<file path="config.mk">
export PLATFORM = sky130hd
export DESIGN_NAME = ntf_decoder
export DESIGN_NICKNAME = d
export VERILOG_FILES = /design/src/rtl/ntf_pkg.sv /design/src/rtl/ntf_addr_calc.sv /design/src/rtl/ntf_addr_match.sv /design/src/rtl/ntf_idx_check.sv /design/src/rtl/ntf_decoder.sv
export SDC_FILE = /design/constraint.sdc
export NUM_CORES = 1
export LEC_CHECK = 0
export BUFFER_PORTS_ARGS = -buffer_cell sky130_fd_sc_hd__buf_2
export CORE_MARGIN = 2
export CORE_UTILIZATION = 45
export DETAILED_ROUTE_END_ITERATION = 16
export GPL_ROUTABILITY_DRIVEN = 0
export PLACE_DENSITY = 0.8
export SLEW_MARGIN = 15
export SYNTH_ARGS = -nofsm -noshare
export SYNTH_HDL_FRONTEND = slang
export SYNTH_SLANG_ARGS = --single-unit
</file>
<file path="constraint.sdc">
create_clock -name clk -period 2.5 [get_ports clk]
set_input_delay 0.5 -clock clk [delete_from_list [all_inputs] [get_ports clk]]
set_output_delay 0.5 -clock clk [all_outputs]
set_load 0.03 [all_outputs]
</file>
<file path="src/rtl/ntf_pkg.sv">
package ntf_pkg;

  typedef enum logic [1:0] {
    WSZ_8  = 2'd0,
    WSZ_16 = 2'd1,
    WSZ_32 = 2'd2,
    WSZ_64 = 2'd3
  } wr_size_e;

  // Legal scaling: zero, or a power of two of at least 2 (hence even).
  function automatic bit mult_is_legal(input int unsigned m);
    if (m == 0) return 1'b1;
    if (m < 2) return 1'b0;
    return ((m & (m - 1)) == 0);
  endfunction

endpackage

</file>
<file path="src/rtl/ntf_addr_calc.sv">
module ntf_addr_calc #(
  parameter int unsigned NUM_Q    = 4,
  parameter int unsigned OFF_W    = 8,
  parameter int unsigned ADDR_W   = 12,
  parameter int unsigned MULT     = 4,
  parameter int unsigned BASE_OFF = 256
) (
  input  logic [NUM_Q*OFF_W-1:0]  q_off_flat,
  output logic [NUM_Q*ADDR_W-1:0] q_addr_flat
);

  localparam logic [ADDR_W-1:0] BASE_A = ADDR_W'(BASE_OFF);

  generate
    if (MULT == 0) begin : g_shared
      for (genvar q = 0; q < int'(NUM_Q); q++) begin : g_q
        assign q_addr_flat[q*ADDR_W +: ADDR_W] = BASE_A;
      end
    end else begin : g_scaled
      localparam int unsigned SH = $clog2(MULT);
      for (genvar q = 0; q < int'(NUM_Q); q++) begin : g_q
        logic [ADDR_W-1:0] off_ext;
        assign off_ext = ADDR_W'(q_off_flat[q*OFF_W +: OFF_W]);
        assign q_addr_flat[q*ADDR_W +: ADDR_W] = BASE_A + (off_ext << SH);
      end
    end
  endgenerate

endmodule

</file>
<file path="src/rtl/ntf_addr_match.sv">
module ntf_addr_match #(
  parameter int unsigned NUM_Q  = 4,
  parameter int unsigned ADDR_W = 12
) (
  input  logic [ADDR_W-1:0]       wr_addr,
  input  logic [NUM_Q*ADDR_W-1:0] q_addr_flat,
  output logic                    addr_hit
);

  logic [NUM_Q-1:0] hit_vec;

  generate
    for (genvar q = 0; q < int'(NUM_Q); q++) begin : g_cmp
      assign hit_vec[q] = (wr_addr == q_addr_flat[q*ADDR_W +: ADDR_W]);
    end
  endgenerate

  assign addr_hit = |hit_vec;

endmodule

</file>
<file path="src/rtl/ntf_idx_check.sv">
module ntf_idx_check #(
  parameter int unsigned NUM_Q = 4
) (
  input  logic [15:0]      idx,
  input  logic [NUM_Q-1:0] q_enable,
  output logic             idx_ok
);

  logic [NUM_Q-1:0] sel_ok;

  generate
    for (genvar q = 0; q < int'(NUM_Q); q++) begin : g_sel
      assign sel_ok[q] = (idx == 16'(q)) && q_enable[q];
    end
  endgenerate

  assign idx_ok = |sel_ok;

endmodule

</file>
<file path="src/rtl/ntf_decoder.sv">
module ntf_decoder
  import ntf_pkg::*;
#(
  parameter int unsigned NUM_Q    = 4,
  parameter int unsigned OFF_W    = 8,
  parameter int unsigned ADDR_W   = 12,
  parameter int unsigned MULT     = 4,
  parameter int unsigned BASE_OFF = 256,
  parameter int unsigned DROP_W   = 8,
  localparam int unsigned QSEL_W  = (NUM_Q > 1) ? $clog2(NUM_Q) : 1
) (
  input  logic                    clk,
  input  logic                    rst_n,
  input  logic                    wr_valid,
  input  logic [ADDR_W-1:0]       wr_addr,
  input  logic [1:0]              wr_size,
  input  logic [15:0]             wr_data,
  input  logic [NUM_Q*OFF_W-1:0]  q_notify_off,
  input  logic [NUM_Q-1:0]        q_enable,
  input  logic [QSEL_W-1:0]       qry_sel,
  output logic [ADDR_W-1:0]       qry_addr,
  output logic                    ntf_valid,
  output logic [15:0]             ntf_qidx,
  output logic                    drop_valid,
  output logic [DROP_W-1:0]       drop_cnt
);

  localparam logic [DROP_W-1:0] DROP_MAX = {DROP_W{1'b1}};

  initial begin
    AST_MULT_LEGAL: assert (mult_is_legal(MULT) && (BASE_OFF % 2 == 0))
      else $error("ntf_decoder: illegal MULT=%0d or odd BASE_OFF=%0d", MULT, BASE_OFF);
  end

  logic [NUM_Q*ADDR_W-1:0] q_addr_flat;
  logic                    addr_hit;
  logic                    idx_ok;

  ntf_addr_calc #(
    .NUM_Q(NUM_Q), .OFF_W(OFF_W), .ADDR_W(ADDR_W), .MULT(MULT), .BASE_OFF(BASE_OFF)
  ) u_calc (
    .q_off_flat  (q_notify_off),
    .q_addr_flat (q_addr_flat)
  );

  ntf_addr_match #(.NUM_Q(NUM_Q), .ADDR_W(ADDR_W)) u_match (
    .wr_addr     (wr_addr),
    .q_addr_flat (q_addr_flat),
    .addr_hit    (addr_hit)
  );

  ntf_idx_check #(.NUM_Q(NUM_Q)) u_idx (
    .idx      (wr_data),
    .q_enable (q_enable),
    .idx_ok   (idx_ok)
  );

  // Address query
  always_comb begin
    qry_addr = '0;
    for (int q = 0; q < int'(NUM_Q); q++) begin
      if (qry_sel == QSEL_W'(q)) qry_addr = q_addr_flat[q*ADDR_W +: ADDR_W];
    end
  end

  // Next state
  logic              accept;
  logic              drop;
  logic              ntf_valid_d;
  logic [15:0]       ntf_qidx_d;
  logic              ntf_qidx_en;
  logic              drop_valid_d;
  logic [DROP_W-1:0] drop_cnt_d;
  logic              drop_cnt_en;

  always_comb begin
    accept       = wr_valid && (wr_size == WSZ_16) && addr_hit && idx_ok;
    drop         = wr_valid && !accept;
    ntf_valid_d  = accept;
    ntf_qidx_en  = accept;
    ntf_qidx_d   = wr_data;
    drop_valid_d = drop;
    drop_cnt_en  = drop && (drop_cnt != DROP_MAX);
    drop_cnt_d   = drop_cnt + DROP_W'(1);
  end

  // Registers
  always_ff @(posedge clk or negedge rst_n) begin
    if (!rst_n) begin
      ntf_valid  <= 1'b0;
      ntf_qidx   <= '0;
      drop_valid <= 1'b0;
      drop_cnt   <= '0;
    end else begin
      ntf_valid  <= ntf_valid_d;
      drop_valid <= drop_valid_d;
      if (ntf_qidx_en) ntf_qidx <= ntf_qidx_d;
      if (drop_cnt_en) drop_cnt <= drop_cnt_d;
    end
  end

  // Assertions
  AST_NTF_FROM_HALFWORD: assert property (@(posedge clk) disable iff (!rst_n)
    ntf_valid |-> ($past(wr_valid) && ($past(wr_size) == WSZ_16)));

  AST_NTF_IDX_DATA: assert property (@(posedge clk) disable iff (!rst_n)
    ntf_valid |-> (ntf_qidx == $past(wr_data)));

  AST_NTF_IDX_RANGE: assert property (@(posedge clk) disable iff (!rst_n)
    ntf_valid |-> (32'(ntf_qidx) < NUM_Q));

  AST_NTF_ENABLED: assert property (@(posedge clk) disable iff (!rst_n)
    ntf_valid |-> ((($past(q_enable) >> ntf_qidx) & NUM_Q'(1)) != '0));

  AST_IDLE_QUIET: assert property (@(posedge clk) disable iff (!rst_n)
    !$past(wr_valid) |-> (!ntf_valid && !drop_valid));

  AST_NO_DUAL_PULSE: assert property (@(posedge clk) disable iff (!rst_n)
    !(ntf_valid && drop_valid));

  AST_DROP_STEP: assert property (@(posedge clk) disable iff (!rst_n)
    (drop_valid && ($past(drop_cnt) != DROP_MAX)) |-> (drop_cnt == $past(drop_cnt) + DROP_W'(1)));

  AST_DROP_HOLD: assert property (@(posedge clk) disable iff (!rst_n)
    !drop_valid |-> $stable(drop_cnt));

endmodule

</file>
==> impl_metrics.tcl <==
set metrics [dict create \
    vias 1861 \
    port-buffer-count 105 \
    cts_buffers 3 \
    slew_violations 0 \
    worstPathCellList "buf_2 -> ha_1 -> xor2_1 -> nor4bb_1 -> and4_4 -> o41ai_4 -> buf_4 -> and2_1 -> a41oi_1" \
    tns_ns 0 \
    gr-total-overflow 0 \
    dpl_worst_slack_ns -0.0798 \
    place.detailed.hpwl_mm 4.40 \
    h-tree-depth 1 \
    n_antenna_cell 0 \
    reg2reg_to "drop_cnt[1]" \
    wl_mm 5.29 \
    max-vdd-ir-drop_mv 0.439 \
    rsz0062_at_grt "false" \
    drive_above_1_share 0.500 \
    status "finished, final reports clean" \
    cp_data_arrival_time_ns 2.43 \
    cap_violations 0 \
    antenna_found_initial 0 \
    grt_pass1_wl_mm 8.49 \
    ff2ff_path_depth 5 \
    synth-seq-area-share 0.319 \
    hold_class "input pin to async pin" \
    grt_max_degree 27 \
    hold_buffers 0 \
    cts_tree "yes" \
    fin_crit_sh 0.916 \
    crit_required_ns 2.64 \
    synth_seq_cells 26 \
    crit_slowest_cell "ha_1" \
    async_reset_ff_frac 1.00 \
    worst_pin_slew_ns 0.558 \
    finClkSkew_ns 0.00553 \
    end_kind "register" \
    final_cell_mix "105 x buf_2, 26 x dfrtp_1, 22 x xor2_1" \
    hold_violations 0 \
    path_clk_slew_ns 0.09 \
    fmax_ghz 0.437 \
    fillerInstances 373 \
    synth_edf_count 0 \
    setup_slack_ns 0.209 \
    clock-sinks 26 \
    synth.distinct_cells 40 \
    num-nets-final 365 \
    yosysWarnings 0 \
    drt_pass1_iterations 4 \
    areaGrowthSynthToFinish_pct 31.7 \
    top_level_ports 109 \
    worstReg2RegStart "drop_cnt[0]" \
    insertion_delay_ns 0.27 \
    root_buffer "clkbuf_8" \
    max_stage_delay_ns 0.32 \
    grt_pass1_vias 1832 \
    rows 24 \
    start_kind "input pin" \
    cts_buffer_depth 2 \
    track_usage 0.210 \
    worstPathMaxFanout 9 \
    setup_viol_count_final 0 \
    die_height_um 71.3 \
    die-area_um2 5080 \
    post-route-drc-count 0 \
    critPathKind "input pin to register" \
    core_um2 4350 \
    syn_inst 180 \
    leakage_nw 1.35 \
    synth.avg_cell_area_um2 11.3 \
    pwr_density_cell_nw_per_um2 571 \
    post_cts_buffers 0 \
    slew_headroom 0.628 \
    cts_resized 0 \
    start_util 0.468 \
    syn_area_um2 2040 \
    detail-route-antenna-nets 0 \
    drt_iter0_drc 83 \
    rrSetupSlack_ns 0.76 \
    viasPerCell 5.47 \
    min_period_ns 2.29 \
    ys.flop_type "dfrtp_1" \
    final_common_cell "buf_2" \
    fp.dieW_um 71.3 \
    wire_per_inst_um 15.6 \
]
## power breakdown
part	internal, mW	switching (mW)	total, mW
clock network	0.214	0.127	0.341
registers	0.480	0.0742	0.554
logic	0.257	0.382	0.639
## routing by layer
layer / vias to the layer above / part of all wire / global-route usage
met5: - / 0 / 0
met4: 0 / 0.024 / 0.0860
met3: 13 / 0.092 / 0.0478
met2: 97 / 0.48 / 0.354
met1: 861 / 0.40 / 0.261
li1: 890 / - / -
## cell families (layout without fill, tap and decap cells)
kind of cell,Yosys count,in the layout,synth area share
adder cells (fa/ha/maj),5,5,0.0307
AO/OA/AOI/OAI,15,15,0.0669
other,1,3,0.00184
AND/OR/NAND/NOR,67,67,0.242
buffers and inverters,13,119,0.0424
XOR/XNOR,37,37,0.159
flip-flops,26,26,0.319
multiplexers,16,16,0.138
## cells in the mapped netlist (2+ instances only)
library cell	n	area, µm²
a31oi_1	6	37.5
a41oi_1	2	17.5
a41oi_2	2	32.5
and2_1	17	106
and3_1	4	25.0
buf_4	4	30.0
buf_6	3	33.8
clkbuf_1	3	11.3
dfrtp_1	26	651
ha_1	5	62.6
inv_1	3	11.3
mux2_2	3	33.8
mux2i_1	3	30.0
mux4_2	9	203
nand2_1	2	7.51
nand3_1	3	15.0
nand4_1	6	37.5
nand4b_1	4	35.0
nor2_1	9	33.8
nor4_1	6	37.5
nor4_4	3	63.8
o21ai_0	2	10.0
or4_4	2	22.5
or4b_2	2	20.0
xnor2_1	15	131
xor2_1	22	193
## worst max-delay path, delay by kind of cell
kind / cells / cell delay (ns)
AO/OA/AOI/OAI: 2 / 0.48
XOR/XNOR: 1 / 0.22
adder cells (fa/ha/maj): 1 / 0.32
buffers and inverters: 2 / 0.33
AND/OR/NAND/NOR: 3 / 0.58
## worst max path at each step
| stage | cells after the start | from | slack, ns | to |
|---|---|---|---|---|
| after detailed placement | 9 | q_notify_off[30] | -0.08 | drop_cnt[3] |
| after global placement | 9 | q_notify_off[30] | -0.02 | drop_cnt[4] |
| after CTS | 9 | q_notify_off[30] | 0.21 | drop_cnt[3] |
| final | 9 | q_notify_off[30] | 0.21 | drop_cnt[3] |
| after global routing | 9 | q_notify_off[30] | 0.1 | drop_cnt[3] |
| after floorplan | 7 | q_notify_off[30] | 0.19 | drop_cnt[1] |
## registers in the layout, indices dropped and copies added (netlist names)
register    count
drop_valid      1
drop_cnt        8
ntf_valid       1
ntf_qidx       16
## layout make-up
cell class	count	area, µm²	area share
flip-flops and latches	26	651	0.242
well taps	52	65.1	0.0242
clock inverters	1	30.0	0.0112
repair buffers	112	578	0.215
multi-input cells	143	1310	0.487
clock buffers	3	41.3	0.0154
inverters	3	11.3	0.00419
## per-stage QoR
step	area, µm²	std cells	power, mW	hold slack (ns)	util
after floorplan	2050	182	0.979	0.204	-
after global placement	2610	336	1.18	0.464	0.600
after detailed placement	2610	336	1.19	0.466	0.600
after CTS	2690	340	1.54	0.225	0.617
after global routing	2690	340	1.62	0.243	0.617
final	2690	340	1.53	0.206	0.617
(Power assumes the default switching activity.)
